==> src/rtl/pwm_bank_pkg.sv <==
package pwm_bank_pkg;
  localparam int unsigned ADDR_W  = 8;
  localparam int unsigned DATA_W  = 32;
  localparam int unsigned CNT_W   = 8;
  localparam int unsigned PS_W    = 8;
  localparam logic [ADDR_W-1:0] CTRL_OFS = 8'h50;
  localparam int unsigned PS_LO_LSB = 0;
  localparam int unsigned PS_HI_LSB = 11;
  localparam int unsigned EN_POS    = 9;

  typedef struct packed {
    logic            en;
    logic [PS_W-1:0] ps;
  } bank_ctrl_t;
endpackage

==> src/rtl/pwm_regs.sv <==
module pwm_regs
  import pwm_bank_pkg::*;
#(
  parameter int unsigned NCH = 3
) (
  input  logic                  clk,
  input  logic                  rst,
  input  logic                  bus_wr,
  input  logic                  bus_rd,
  input  logic [ADDR_W-1:0]     bus_addr,
  input  logic [DATA_W-1:0]     bus_wdata,
  output logic [DATA_W-1:0]     bus_rdata,
  output bank_ctrl_t            ctrl,
  output logic [NCH*CNT_W-1:0]  duty_flat
);
  localparam int unsigned IDX_W = 2;

  logic [IDX_W-1:0] idx;
  logic             duty_zone;
  logic             ctrl_hit;
  logic [NCH-1:0]   duty_hit;
  logic [DATA_W-1:0] rd_mux;
  logic             unused_wbits;

  assign idx       = bus_addr[IDX_W+1:2];
  assign duty_zone = (bus_addr[ADDR_W-1:IDX_W+2] == '0) && (bus_addr[1:0] == 2'b00);
  assign ctrl_hit  = (bus_addr == CTRL_OFS);
  assign unused_wbits = ^{bus_wdata[31:15], bus_wdata[10], bus_wdata[8], bus_wdata[7:4]};

  genvar g;
  generate
    for (g = 0; g < NCH; g++) begin : g_duty
      logic [CNT_W-1:0] duty_q;
      assign duty_hit[g] = duty_zone && (idx == IDX_W'(g));
      always_ff @(posedge clk) begin
        if (rst) duty_q <= '0;
        else if (bus_wr && duty_hit[g]) duty_q <= bus_wdata[CNT_W-1:0];
      end
      assign duty_flat[g*CNT_W +: CNT_W] = duty_q;
    end
  endgenerate

  always_ff @(posedge clk) begin
    if (rst) ctrl <= '0;
    else if (bus_wr && ctrl_hit) begin
      ctrl.en <= bus_wdata[EN_POS];
      ctrl.ps <= {bus_wdata[PS_HI_LSB +: 4], bus_wdata[PS_LO_LSB +: 4]};
    end
  end

  always_comb begin
    rd_mux = '0;
    if (ctrl_hit) begin
      rd_mux[PS_LO_LSB +: 4] = ctrl.ps[3:0];
      rd_mux[PS_HI_LSB +: 4] = ctrl.ps[7:4];
      rd_mux[EN_POS]         = ctrl.en;
    end
    for (int i = 0; i < NCH; i++) begin
      if (duty_hit[i]) rd_mux[CNT_W-1:0] = duty_flat[i*CNT_W +: CNT_W];
    end
  end

  always_ff @(posedge clk) begin
    if (rst) bus_rdata <= '0;
    else if (bus_rd) bus_rdata <= rd_mux;
  end

  // bits outside all defined fields always read back as zero
  assert_pad_zero_R7: assert property (@(posedge clk) disable iff (rst)
    !$past(rst) && $past(bus_rd) |-> (bus_rdata[31:15] == '0 && bus_rdata[10] == 1'b0 && bus_rdata[8] == 1'b0));

  // a write that hits no register leaves the control fields untouched
  assert_unmapped_ignored_R8: assert property (@(posedge clk) disable iff (rst)
    !$past(rst) && $past(bus_wr) && $past(bus_addr) == 8'h40 |-> $stable(ctrl));
endmodule

==> src/rtl/pwm_timebase.sv <==
module pwm_timebase
  import pwm_bank_pkg::*;
(
  input  logic             clk,
  input  logic             rst,
  input  logic             en,
  input  logic [PS_W-1:0]  ps,
  output logic [CNT_W-1:0] cnt,
  output logic             wrap
);
  logic [PS_W-1:0] pre;
  logic            tick;

  assign tick = (pre >= ps);
  assign wrap = en && tick && (cnt == {CNT_W{1'b1}});

  always_ff @(posedge clk) begin
    if (rst || !en) begin
      pre <= '0;
      cnt <= '0;
    end else if (tick) begin
      pre <= '0;
      cnt <= cnt + 1'b1;
    end else begin
      pre <= pre + 1'b1;
    end
  end

  // the shared counter either holds or steps by exactly one (mod 256)
  assert_cnt_step_R1: assert property (@(posedge clk) disable iff (rst)
    !$past(rst) && $past(en) && en |-> (cnt == $past(cnt) || cnt == $past(cnt) + 8'd1));

  // disabling clears the timebase on the next edge
  assert_idle_clear_R5: assert property (@(posedge clk) disable iff (rst)
    !en |=> (cnt == '0 && pre == '0));
endmodule

==> src/rtl/pwm_chan.sv <==
module pwm_chan
  import pwm_bank_pkg::*;
(
  input  logic             clk,
  input  logic             rst,
  input  logic             en,
  input  logic             wrap,
  input  logic [CNT_W-1:0] cnt,
  input  logic [CNT_W-1:0] duty_in,
  output logic             out_q
);
  logic [CNT_W-1:0] duty_act;

  always_ff @(posedge clk) begin
    if (rst) duty_act <= '0;
    else if (!en || wrap) duty_act <= duty_in;
  end

  always_ff @(posedge clk) begin
    if (rst) out_q <= 1'b0;
    else     out_q <= en && (cnt <= duty_act);
  end

  // the active duty only moves at a period boundary while running
  assert_shadow_hold_R6: assert property (@(posedge clk) disable iff (rst)
    !$past(rst) && $past(en) && !$past(wrap) |-> $stable(duty_act));

  // full-scale duty keeps the pin high
  assert_full_high_R4: assert property (@(posedge clk) disable iff (rst)
    !$past(rst) && $past(en) && $past(duty_act) == 8'hFF |-> out_q);
endmodule

==> src/rtl/pwm_bank.sv <==
module pwm_bank
  import pwm_bank_pkg::*;
#(
  parameter int unsigned NCH = 3
) (
  input  logic              clk,
  input  logic              rst,
  input  logic              bus_wr,
  input  logic              bus_rd,
  input  logic [7:0]        bus_addr,
  input  logic [31:0]       bus_wdata,
  output logic [31:0]       bus_rdata,
  output logic [NCH-1:0]    pwm_out
);
  bank_ctrl_t           ctrl;
  logic [NCH*CNT_W-1:0] duty_flat;
  logic [CNT_W-1:0]     cnt;
  logic                 wrap;

  pwm_regs #(.NCH(NCH)) u_regs (
    .clk(clk), .rst(rst), .bus_wr(bus_wr), .bus_rd(bus_rd),
    .bus_addr(bus_addr), .bus_wdata(bus_wdata), .bus_rdata(bus_rdata),
    .ctrl(ctrl), .duty_flat(duty_flat)
  );

  pwm_timebase u_tb (
    .clk(clk), .rst(rst), .en(ctrl.en), .ps(ctrl.ps), .cnt(cnt), .wrap(wrap)
  );

  genvar g;
  generate
    for (g = 0; g < NCH; g++) begin : g_ch
      pwm_chan u_ch (
        .clk(clk), .rst(rst), .en(ctrl.en), .wrap(wrap), .cnt(cnt),
        .duty_in(duty_flat[g*CNT_W +: CNT_W]), .out_q(pwm_out[g])
      );
    end
  endgenerate

  // a disabled bank drives every pin low
  assert_off_low_R5: assert property (@(posedge clk) disable iff (rst)
    !$past(rst) && !$past(ctrl.en) |-> pwm_out == '0);
endmodule

==> config.mk <==
export PLATFORM = sky130hd
export DESIGN_NAME = pwm_bank
export DESIGN_NICKNAME = d
export VERILOG_FILES = /design/src/rtl/pwm_bank_pkg.sv /design/src/rtl/pwm_regs.sv /design/src/rtl/pwm_timebase.sv /design/src/rtl/pwm_chan.sv /design/src/rtl/pwm_bank.sv
export SDC_FILE = /design/constraint.sdc
export NUM_CORES = 1
export LEC_CHECK = 0
export BUFFER_PORTS_ARGS = -buffer_cell sky130_fd_sc_hd__buf_2
export CAP_MARGIN = 20
export CORE_ASPECT_RATIO = 1.75
export CORE_MARGIN = 10
export CORE_UTILIZATION = 40
export DETAILED_ROUTE_END_ITERATION = 16
export GPL_ROUTABILITY_DRIVEN = 0
export PLACE_DENSITY = 0.57
export SLEW_MARGIN = 40
export SYNTH_ARGS = -nofsm -noshare
export SYNTH_HDL_FRONTEND = slang
export SYNTH_HIERARCHICAL = 1
export SYNTH_SLANG_ARGS = --single-unit
==> constraint.sdc <==
create_clock -name clk -period 2.95 [get_ports clk]
set_clock_uncertainty 0.05 [all_clocks]
set_input_delay 0.59 -clock clk [delete_from_list [all_inputs] [get_ports clk]]
set_output_delay 0.59 -clock clk [all_outputs]
set_load 0.005 [all_outputs]
==> Yosys cells after proc, flatten, opt, wreduce, memory -nomap -nowiden <==
Cells that the tools add are included.
{ "word_totals": {"latch_bits": 0, "in_bits": 44, "elab_cells": 50, "mem_bits_ro": 0, "ramBits": 0, "ff_bits": 89, "n_memories": 0} }
{ "classes": {"muxes": 6, "multipliers": 0, "add_sub_neg": 2, "n_reduce_logical": 20, "bitwise": 0, "n_div": 0, "n_lt_le_gt_ge": 4, "n_shift": 0, "n_eq_ne": 4} }
{ "ops": {"columns": ["op", "count"], "rows": [
  ["$le 8x8->1", 3],
  ["$mux 8", 3],
  ["$add 8x1->8 const B", 2],
  ["$logic_and 1x1->1", 13],
  ["$eq 8x7->1 const B", 1],
  ["$eq 8x8->1 const B", 1],
  ["$ge 8x8->1", 1],
  ["$mux 4", 2],
  ["$logic_not 2->1", 2],
  ["$logic_not 4->1", 1],
  ["$eq 2x1->1 const B", 1],
  ["$eq 2x2->1 const B", 1],
  ["$logic_or 1x1->1", 2],
  ["$reduce_or 2->1", 1],
  ["$logic_not 1->1", 1],
  ["$mux 1", 1]
]} }

==> Longest topological paths before layout <==
Gate-level depths: netlist of run 1.
{ "logic_depth": {"word_depth": 6, "depth_mapped": 13, "depth_no_buf": 10} }

==> Cells and area by module <==
Netlist of run 1, hierarchy kept.
{ "by_module_without_submodules": {"columns": ["module", "cells_each", "area_per_inst_um2", "n_inst"], "rows": [
  ["pwm_regs", 229, 2075.7, 1],
  ["pwm_chan", 64, 518.0, 3],
  ["pwm_timebase", 105, 878.3, 1]
]} }

==> Least setup slack after synthesis of run 1 <==
Ideal clock, no wire load.
{ "synth_path": {"path_type": "flip-flop to flip-flop", "startpoint": "register u_tb.pre[0]", "endpoint": "register g_ch[0].u_ch.duty_act[1]", "period_less_slack_ns": 2.505, "path_buffers": 3, "slack_ns": 0.445, "setup_ns": 0.114, "arrival_time_ns": 2.341, "required_time_ns": 2.786, "path_stages_with_launch": 13, "cell_sequence": "dfxtp_1 > inv_1 > ha_1 > nand2b_1 > a2111oi_0 > o31a_2 > buf_4 > nor4_1 > nand2b_1 > clkbuf_2 > buf_2 > a21oi_1 > nor2_1"} }
{ "synth_between": {"elab_chain_cells": 4} }
{ "synth_lines": {"columns": ["element", "line_no", "source"], "rows": [
  ["from (decl)", "pwm_timebase.sv:11", "logic [PS_W-1:0] pre;"],
  ["from (signal assigned)", "pwm_timebase.sv:25", "pre <= pre + 1'b1;"],
  ["$ge 8x8->1", "pwm_timebase.sv:14", "assign tick = (pre >= ps);"],
  ["$logic_and 1x1->1 (2 in a row)", "pwm_timebase.sv:15", "assign wrap = en && tick && (cnt == {CNT_W{1'b1}});"],
  ["via wrap", "pwm_bank.sv:18", "logic wrap;"],
  ["$logic_or 1x1->1", "pwm_chan.sv:16", "else if (!en || wrap) duty_act <= duty_in;"],
  ["to (signal assigned)", "pwm_chan.sv:16", null],
  ["to (decl)", "pwm_chan.sv:12", "logic [CNT_W-1:0] duty_act;"]
]} }
The timed path passes the listed nets, and every way through them passes these cells.
A chain may end at the register's enable or synchronous reset.

==> Worst setup path after layout of run 1 <==
{ "layout_path": {"startpoint": "register u_regs/ctrl[7] (netlist name)", "endpoint": "register g_ch[0].u_ch.duty_act[0]"} }
{ "layout_between": {"elab_chain_cells": 4} }
{ "layout_lines": {"columns": ["element", "line_no"], "rows": [
  ["$ge 8x8->1", "pwm_timebase.sv:14"],
  ["$logic_and 1x1->1 (2 in a row)", "pwm_timebase.sv:15"],
  ["via wrap", "pwm_bank.sv:18"],
  ["$logic_or 1x1->1", "pwm_chan.sv:16"]
]} }
The timed path passes the listed nets, and every way through them passes these cells.

==> impl_metrics.toml, run 1 <==
[run_status]
run_status = "complete, no violations"

[drt]
via_per_inst = 5.21
drcViolationCount = 0
drt_iter0_markers = 111
dr.pass1.iters = 4
wl_mm = 11.3
ant_nets = 0
num_vias = 3618
post_drt_wl_per_cell_um = 16.3

[synth]
synth_xor_xnor_area_share = 0.0136
yosys-mux-area-fraction = 0.0688
netlist_instances = 526
yosys_warnings = 6
syn_area_per_cell_um2 = 8.57
synth_enable_flop_cells = 0
synth_cell_types = 40
yosysTopAreaCellShare = 0.395
synth_ff_type = "dfxtp_1"
yosys-top-cells-area = "dfxtp_1, ha_1, nor2_1"
yosysSeqAreaShare = 0.395
postSynth.asyncResetShare = 0
ys_ff_latch = 89
yosys.area_share.simple = 0.214
synth_top_family_by_area = "simple AND/OR/NAND/NOR gates"
synth_top_area_cell = "dfxtp_1"
synthAdderAreaFrac = 0.0944
syn_area_um2 = 4510
synth-compound-area-share = 0.124

[cells_and_area]
nNetsFinal = 637
layout-drive-gt1-share = 0.119
syn_to_final_growth_pct = 11.1
insertedDiodeCount = 0

[floorplan]
initial_core_util = 0.406
die_w_um = 100
rows = 51
ios = 79
fp.dieH_um = 160
die-area_um2 = 16100
core_area_um2 = 11100

[sta]
maxSlewViolCount = 0
post-route-period-util = 0.914
setup_tns_ns = 0
min_period_ns = 2.70
grt_setup_unrepaired = "false"
setup_violations = 0
hold_viol = 0
relSlewSlack = 0.466
fmaxAchievable_ghz = 0.371
worst-slew-pin-transition_ns = 0.800

[setup_path]
crit_fanout = 15
critPathCaptureType = "flip-flop"
r2r_slack_ns = 0.25
arrival_ns = 2.84
critical_path_depth = 8
cpMaxStageDelayCell = "nand2b_1"
worst_r2r_endpoint = "g_ch[0].u_ch/duty_act[0]"
start_kind = "flip-flop"
critPathTopFamily = "simple AND/OR/NAND/NOR gates"
r2r_cells = 8
setup.worst_path.class = "flip-flop to flip-flop"
crit_chain = "inv_1, ha_1, nand4_1, o31a_2, nor4_1, nand2b_1, mux2i_1, nor2_1"
worstReg2RegStart = "u_regs/ctrl[7]"
crit_buf_inv = 1
worstPathRequired_ns = 3.09
cp_slowest_stage_delay_ns = 0.53

[pwr]
p_leak_nw = 2.11
ir_drop_mv = 0.283
powerDensity_nw_per_um2 = 487
total_power_mw = 2.44

[clock_tree]
cts_resized = 0
clk_path_buf_depth = 2
clock-sinks = 89
cts_max_level = 3
cts_tree = "yes"
ctsHoldBuffers = 0
clk_pin_slew_worst_paths_ns = 0.06
post_cts_buffers = 0
insertion_delay_ns = 0.34
cts-root-buf = "clkbuf_16"
cts_made_buffers = 9

[worst_hold_path]
min_path_type = "flip-flop to flip-flop"
min_to = "u_regs/bus_rdata[6]"
min-delay-start = "u_regs/bus_rdata[6]"
min_path_cells = 2

[place]
portBuffers = 40
dp_hpwl_mm = 8.78

[global_route]
antenna_found_initial = 0
grt_max_degree = 43
grt_pass1_vias = 3789
grt_overflow_total = 0
grt.total_usage = 0.141
grt_pass1_wl_mm = 18.3

[flow_run]
max_cap_violations = 0
==> cells by family after synthesis <==
family / after synthesis
AND/OR/NAND/NOR: 195
AO/OA/AOI/OAI: 93
flip-flops: 89
buffers and inverters: 76
adder cells (fa/ha/maj): 34
multiplexers: 31
XOR/XNOR: 7
other: 1
==> registers in the layout, summed over array words and instances, names as in the netlist <==
name                  cells
u_tb/cnt                  8
g_ch.u_ch/duty_act       24
u_tb/pre                  8
u_regs/g_duty.duty_q     24
g_ch.u_ch/out_q           3
u_regs/bus_rdata         13
u_regs/ctrl               9
==> worst register-to-register path, cell delays in order, from the launching register on <==
cell      delay [ns]
dfxtp_1         0.35
inv_1           0.09
ha_1            0.33
nand4_1         0.12
o31a_2          0.38
nor4_1          0.40
nand2b_1        0.53
mux2i_1         0.25
nor2_1          0.05
==> stage by stage <==
step	area, um^2	utilization	setup slack (ns)	hold slack [ns]	std cells
2_1_floorplan	4580	-	0.445	0.399	544
3_3_place_gp	4710	0.424	0.281	0.402	680
3_5_place_dp	4710	0.424	0.259	0.395	680
4_1_cts	5010	0.451	0.238	0.420	695
5_1_grt	5010	0.451	0.0619	0.442	695
6_report	5010	0.451	0.253	0.415	695
==> Yosys cell counts (4+ instances only) <==
master and instances:
dfxtp_1 89, nor2_1 88, a21oi_1 54, ha_1 34, inv_1 33, mux2i_1 31
nand3_1 26, buf_4 21, nand2_1 21, nand2b_1 16, o31ai_1 9, nand4_1 8
o21ai_0 8, o2bb2ai_1 8, clkbuf_1 7, buf_2 6, nor2b_1 6, and3_1 5
or3_1 5, xor2_1 5, a22oi_1 4, buf_6 4, nor3_1 4
==> how the worst max path moves through the flow <==
stage | end | slack, ns | from
after floorplan | g_ch[0].u_ch/duty_act[1] | 0.45 | u_tb/pre[0]
after global placement | g_ch[2].u_ch/duty_act[0] | 0.28 | u_regs/ctrl[7]
after detailed placement | g_ch[0].u_ch/duty_act[0] | 0.26 | u_regs/ctrl[7]
after CTS | g_ch[0].u_ch/duty_act[0] | 0.24 | u_regs/ctrl[7]
after global routing | g_ch[2].u_ch/duty_act[3] | 0.06 | u_regs/ctrl[7]
final | g_ch[0].u_ch/duty_act[0] | 0.25 | u_regs/ctrl[7]
==> power by group <==
group | leakage [nW] | total, mW | internal [mW] | switching (mW)
clock network | 0.148 | 1.15 | 0.695 | 0.456
logic | 1.24 | 0.0839 | 0.0243 | 0.0596
registers | 0.716 | 1.20 | 1.20 | 0.000662
==> metal layers <==
| layer | global-route usage | vias to the layer above | share of wire |
|---|---|---|---|
| met2 | 0.268 | 72 | 0.55 |
| met1 | 0.139 | 1701 | 0.38 |
| met5 | 0 | - | 0 |
| met3 | 0.0275 | 17 | 0.045 |
| met4 | 0.0652 | 0 | 0.023 |
| li1 | - | 1828 | - |
==> area by class of cell <==
type / instances / area (um^2)
inverter: 33 / 124
clock buffer: 12 / 256
fill: 1140 / 6090
tap: 132 / 165
timing repair buffer: 47 / 253
clock inverter: 3 / 40.0
sequential: 89 / 1780
multi-input combinational: 379 / 2390
==> cell usage in the layout (no fill, tap or decap), types with 4 or more instances in the layout <==
cell type  count
and3_1         5
nand4_1        8
a21oi_1       54
clkbuf_16      9
buf_2         40
mux2i_1       31
dfxtp_1       89
o21ai_0        8
a22oi_1        4
nor2_1        88
or3_1          5
o31ai_1        9
nand3_1       26
nor2b_1        6
inv_1         33
o2bb2ai_1      8
nand2_1       21
xor2_1         5
nand2b_1      16
ha_1          34
conb_1        19
nor3_1         4
buf_4          7
No activity file was read; power rests on OpenSTA's default activity.
==> run 2: changes to the inputs <==
PLACE_DENSITY = not set   (was 0.57)
PLACE_DENSITY_LB_ADDON = 0.3   (was not set)
==> impl_metrics.toml, run 2 (synthesis gave the netlist of run 1 again) <==
[sta]
grt_setup_unrepaired = "false"
hold_viol = 0
maxSlewViolCount = 0
whs_ns = 0.422
post-route-period-util = 0.917
min_period_ns = 2.70
fmaxAchievable_ghz = 0.370
setup_tns_ns = 0
setup_violations = 0
worst-slew-pin-transition_ns = 0.565
relSlewSlack = 0.614

[clock_tree]
cts_resized = 0
clk_pin_slew_worst_paths_ns = 0.06
clock-sinks = 89
cts_made_buffers = 9
insertion_delay_ns = 0.33
ctsHoldBuffers = 0
post_cts_buffers = 0
cts_tree = "yes"
cts-root-buf = "clkbuf_16"
clk_path_buf_depth = 2
cts_max_level = 3

[pwr]
power_frac_comb = 0.033
ir_drop_mv = 0.355
clkPwrFrac = 0.479
powerDensity_nw_per_um2 = 491
power_switching_mw = 0.507
p_int_mw = 1.96
swShare = 0.206
total_power_mw = 2.47
p_leak_nw = 2.12
p_seq_frac = 0.488

[cells_and_area]
syn_to_final_growth_pct = 11.4
layout-drive-gt1-share = 0.121
reg_top3 = "g_ch.u_ch/duty_act: 24 flops, u_regs/g_duty.duty_q: 24 flops, u_regs/bus_rdata: 13 flops"
final_cell_mix = "dfxtp_1, nor2_1, a21oi_1"
nNetsFinal = 637
insertedDiodeCount = 0
multiInputGateArea_um2 = 2390
layout_commonest_cell = "dfxtp_1"
fillers = 1117
seqCellArea_um2 = 1780

[drt]
post_drt_wl_per_cell_um = 16.1
dr.pass1.iters = 4
drt_iter0_markers = 167
via_per_inst = 5.27
drcViolationCount = 0
ant_nets = 0
num_vias = 3664
wl_mm = 11.2

[global_route]
grt_pass1_wl_mm = 18.4
grt.total_usage = 0.141
grt_overflow_total = 0
antenna_found_initial = 0
grt_max_degree = 50
grt_pass1_vias = 3896

[setup_path]
cp_slowest_stage_delay_ns = 0.51
crit_path_frequent_cell = "nor2_1"
start_kind = "flip-flop"
worstPathRequired_ns = 3.10
crit_chain = "inv_1, ha_1, nand4_1, o31a_2, nor4_1, nand2b_1, nor2_1, a21oi_1, nor2_1"
crit_fanout = 15
critPathCaptureType = "flip-flop"
cpMaxStageDelayCell = "nand2b_1"
arrival_ns = 2.85
setup.worst_path.class = "flip-flop to flip-flop"

[floorplan]
die-area_um2 = 16100
core_area_um2 = 11100
ios = 79
fp.dieH_um = 160
initial_core_util = 0.406
die_w_um = 100
rows = 51

[run_status]
run_status = "complete, no violations"

[place]
dp_hpwl_mm = 8.84
portBuffers = 40

[worst_hold_path]
min_path_type = "flip-flop to flip-flop"

[flow_run]
max_cap_violations = 0
[run 2: cell count changes in the layout (fill, tap and decap cells not counted)]
cell	delta
buf_2	-1
clkinv_2	+1
buf_4	+1
clkinv_4	+1
bufinv_16	+1
clkbuf_8	-2
clkbuf_1	-1
[run 2: stage by stage]
stage | instances | utilization | worst slack (ns) | area (um^2)
2_1_floorplan | 544 | - | 0.445 | 4580
3_3_place_gp | 680 | 0.424 | 0.277 | 4710
4_1_cts | 695 | 0.452 | 0.207 | 5020
6_report | 695 | 0.452 | 0.245 | 5020
5_1_grt | 695 | 0.452 | 0.0344 | 5020
3_5_place_dp | 680 | 0.424 | 0.224 | 4710
[run 2: worst paths after layout]
| kind | start | to | slack (ns) | cells past startpoint |
|---|---|---|---|---|
| setup reg to reg | u_regs/ctrl[5] | g_ch[1].u_ch/duty_act[2] | 0.25 | 9 |
| hold / removal | u_regs/bus_rdata[3] | u_regs/bus_rdata[3] | 0.42 | 2 |
| hold reg to reg | u_regs/bus_rdata[3] | u_regs/bus_rdata[3] | 0.42 | 2 |
| setup / recovery | u_regs/ctrl[5] | g_ch[1].u_ch/duty_act[2] | 0.25 | 9 |
[run 2: critical path: cells and delay by family (launching register included)]
kind	cells	cell delay (ns)
DFF	1	0.40
adders and majority gates	1	0.30
and+or+nand+nor	5	1.21
AOI/OAI and AO/OA	2	0.55
buffers and inverters	1	0.06
[run 2: power groups by stage]
| stage | sequential, mW | clock [mW] | combinational, mW |
|---|---|---|---|
| floorplan | 1.23 | 0 | 0.0679 |
| global placement | 1.23 | 0 | 0.0783 |
| detailed placement | 1.23 | 0 | 0.0797 |
| CTS | 1.20 | 1.21 | 0.0801 |
| global route | 1.20 | 1.25 | 0.0910 |
| finish | 1.20 | 1.18 | 0.0819 |
[run 2: per-layer routing]
layer  up-vias  GRT usage  wire length (um)
met1      1722      0.133              4050
met2        80      0.266              6150
met3        26     0.0339               502
met5         -          0                 0
li1       1836          -                 -
met4         0     0.0723               458
[run 2: final cells by class]
| class | count | share of cell area |
|---|---|---|
| Multi-Input combinational cell | 379 | 0.475 |
| Sequential cell | 89 | 0.355 |
| Timing Repair Buffer | 47 | 0.0508 |
| Clock buffer | 9 | 0.0448 |
| Tap cell | 132 | 0.0329 |
| Inverter | 33 | 0.0247 |
| Clock inverter | 6 | 0.0167 |
==> run 3: changes to the inputs <==
ABC_AREA = 1   (was not set)
==> impl_metrics.toml, run 3 <==
[floorplan]
initial_core_util = 0.408
ios = 79
core_area_um2 = 12100
fp.dieH_um = 167
rows = 53
die_w_um = 104
die-area_um2 = 17300

[drt]
post_drt_wl_per_cell_um = 13.9
drt_iter0_markers = 213
ant_nets = 0
drcViolationCount = 0
dr.pass1.iters = 4
wl_mm = 11.5
num_vias = 4086
via_per_inst = 4.94

[global_route]
grt_max_degree = 29
antenna_found_initial = 0
grt_pass1_vias = 4019
grt.total_usage = 0.132
grt_pass1_wl_mm = 18.7
grt_overflow_total = 0

[setup_path]
start_kind = "flip-flop"
crit_path_frequent_cell = "nor2_4"
cpMaxStageDelayCell = "nor2_2"
arrival_ns = 2.72
crit_fanout = 15
worstPathRequired_ns = 3.11
cp_slowest_stage_delay_ns = 0.45
r2r_cells = 11
setup.worst_path.class = "flip-flop to flip-flop"
worst_r2r_endpoint = "g_ch[1].u_ch/duty_act[5]"
critPathCaptureType = "flip-flop"
crit_chain = "inv_1, ha_1, nand2_2, nor2_4, nand2_4, nand3_4, nand3_1, nor2_2, nor2_4, o21ai_0, a21oi_1"
r2r_slack_ns = 0.40
worstReg2RegStart = "u_regs/ctrl[7]"

[clock_tree]
cts_resized = 0
post_cts_buffers = 0
cts-root-buf = "clkbuf_16"
cts_tree = "yes"
cts_max_level = 3
clock-sinks = 89
clk_path_buf_depth = 2
insertion_delay_ns = 0.34
ctsHoldBuffers = 0
cts_made_buffers = 9
clk_pin_slew_worst_paths_ns = 0.06

[synth]
synth_top_area_cell = "dfxtp_1"
syn_area_per_cell_um2 = 7.95
ys_ff_latch = 89
yosysTopAreaCellShare = 0.362
yosysMostFrequentCell = "nand2_1"
synth_ff_type = "dfxtp_1"
ys_top_cells_by_count = "nand2_1, dfxtp_1, inv_1"
synth_enable_flop_cells = 0
synth_cell_types = 37
yosys-top-cells-area = "dfxtp_1, ha_1, nand2_1"
netlist_instances = 619
postSynth.asyncResetShare = 0
yosys_warnings = 6
syn_area_um2 = 4920
yosysSeqAreaShare = 0.362

[sta]
hold_viol = 0
whs_ns = 0.410
setup_tns_ns = 0
worst-slew-pin-transition_ns = 0.547
min_period_ns = 2.55
maxSlewViolCount = 0
grt_setup_unrepaired = "false"
post-route-period-util = 0.866
setup_violations = 0
relSlewSlack = 0.635
fmaxAchievable_ghz = 0.391

[pwr]
powerDensity_nw_per_um2 = 498
swShare = 0.198
p_leak_nw = 2.43
power_switching_mw = 0.542
clkPwrFrac = 0.516
p_seq_frac = 0.442
power_frac_comb = 0.042
p_int_mw = 2.20
ir_drop_mv = 0.305

[worst_hold_path]
min_path_type = "flip-flop to flip-flop"
min-delay-start = "g_ch[1].u_ch/duty_act[7]"
min_path_cells = 2
min_to = "g_ch[1].u_ch/duty_act[7]"

[place]
portBuffers = 40
place_area_um2 = 5130
dp_hpwl_mm = 9.10

[cells_and_area]
final_cell_mix = "nand2_1, dfxtp_1, inv_1"
stdcell_area_um2 = 5510
layout-drive-gt1-share = 0.186
reg_top3 = "g_ch.u_ch/duty_act: 24 flops, u_regs/g_duty.duty_q: 24 flops, u_regs/bus_rdata: 13 flops"
syn_to_final_growth_pct = 11.9
insertedDiodeCount = 0
nNetsFinal = 735
layout_commonest_cell = "nand2_1"

[flow_run]
max_cap_violations = 0

[run_status]
run_status = "complete, no violations"
[run 3: changes by cell type after synthesis, moves of 16 or more]
cell and delta:
nand2_1 +70, inv_1 +53, nor2_1 -42, o21ai_0 +40, mux2i_1 -31, nand2b_1 -16
[run 3: logic make-up (layout without fill, tap and decap cells)]
group / Yosys count / in the layout / share of synthesized area
other: 1 / 19 / 0.000762
xor gates and xnor gates: 10 / 10 / 0.0178
AOI/OAI and AO/OA: 153 / 153 / 0.181
DFF: 89 / 89 / 0.362
and+or+nand+nor: 206 / 206 / 0.222
adders and majority gates: 34 / 34 / 0.0864
buffers and inverters: 126 / 151 / 0.130
[run 3: metal layers]
layer / global-route usage / routed length, um / vias to the layer above
li1: - / - / 2076
met1: 0.132 / 4440 / 1893
met2: 0.243 / 6160 / 94
met3: 0.0348 / 532 / 23
met4: 0.0711 / 357 / 0
met5: 0 / 0 / -
[run 3: worst max path at each step]
stage	from	endpoint	slack, ns	cells past startpoint
2_1_floorplan	u_regs/ctrl[7]	g_ch[1].u_ch/duty_act[6]	0.68	12
3_3_place_gp	u_regs/ctrl[7]	g_ch[2].u_ch/duty_act[4]	0.23	11
3_5_place_dp	u_regs/ctrl[7]	g_ch[1].u_ch/duty_act[5]	0.14	11
4_1_cts	u_regs/ctrl[7]	g_ch[1].u_ch/duty_act[5]	0.13	11
5_1_grt	u_regs/ctrl[7]	g_ch[1].u_ch/duty_act[4]	0.20	11
6_report	u_regs/ctrl[7]	g_ch[1].u_ch/duty_act[5]	0.40	11
[run 3: worst max-delay path: cells and delay by family (launching register included)]
kind / cells / cell delay, ns
flip-flops: 1 / 0.38
adder cells (fa/ha/maj): 1 / 0.31
AO/OA/AOI/OAI: 2 / 0.32
AND/OR/NAND/NOR: 7 / 1.29
buffers and inverters: 1 / 0.07
[run 3: area by class of cell]
class                           count  area [um^2]
Multi-Input combinational cell    422         2570
Inverter                           93          357
Timing Repair Buffer               42          215
Fill cell                        1209         6560
Clock inverter                      5          125
Tap cell                          165          206
Sequential cell                    89         1780
Clock buffer                       11          253
[run 3: metrics by stage]
| stage | cells | worst slack [ns] | power [mW] | util |
|---|---|---|---|---|
| 2_1_floorplan | 637 | 0.680 | 1.33 | - |
| 3_3_place_gp | 811 | 0.226 | 1.35 | 0.425 |
| 3_5_place_dp | 811 | 0.144 | 1.35 | 0.425 |
| 4_1_cts | 827 | 0.132 | 2.77 | 0.456 |
| 5_1_grt | 827 | 0.195 | 2.85 | 0.456 |
| 6_report | 827 | 0.395 | 2.74 | 0.456 |
[run 3: power groups by stage]
stage | combinational (mW) | clock [mW] | sequential, mW
floorplan | 0.0850 | 0 | 1.24
global placement | 0.112 | 0 | 1.24
detailed placement | 0.114 | 0 | 1.24
CTS | 0.115 | 1.44 | 1.21
global route | 0.128 | 1.51 | 1.21
finish | 0.115 | 1.42 | 1.21
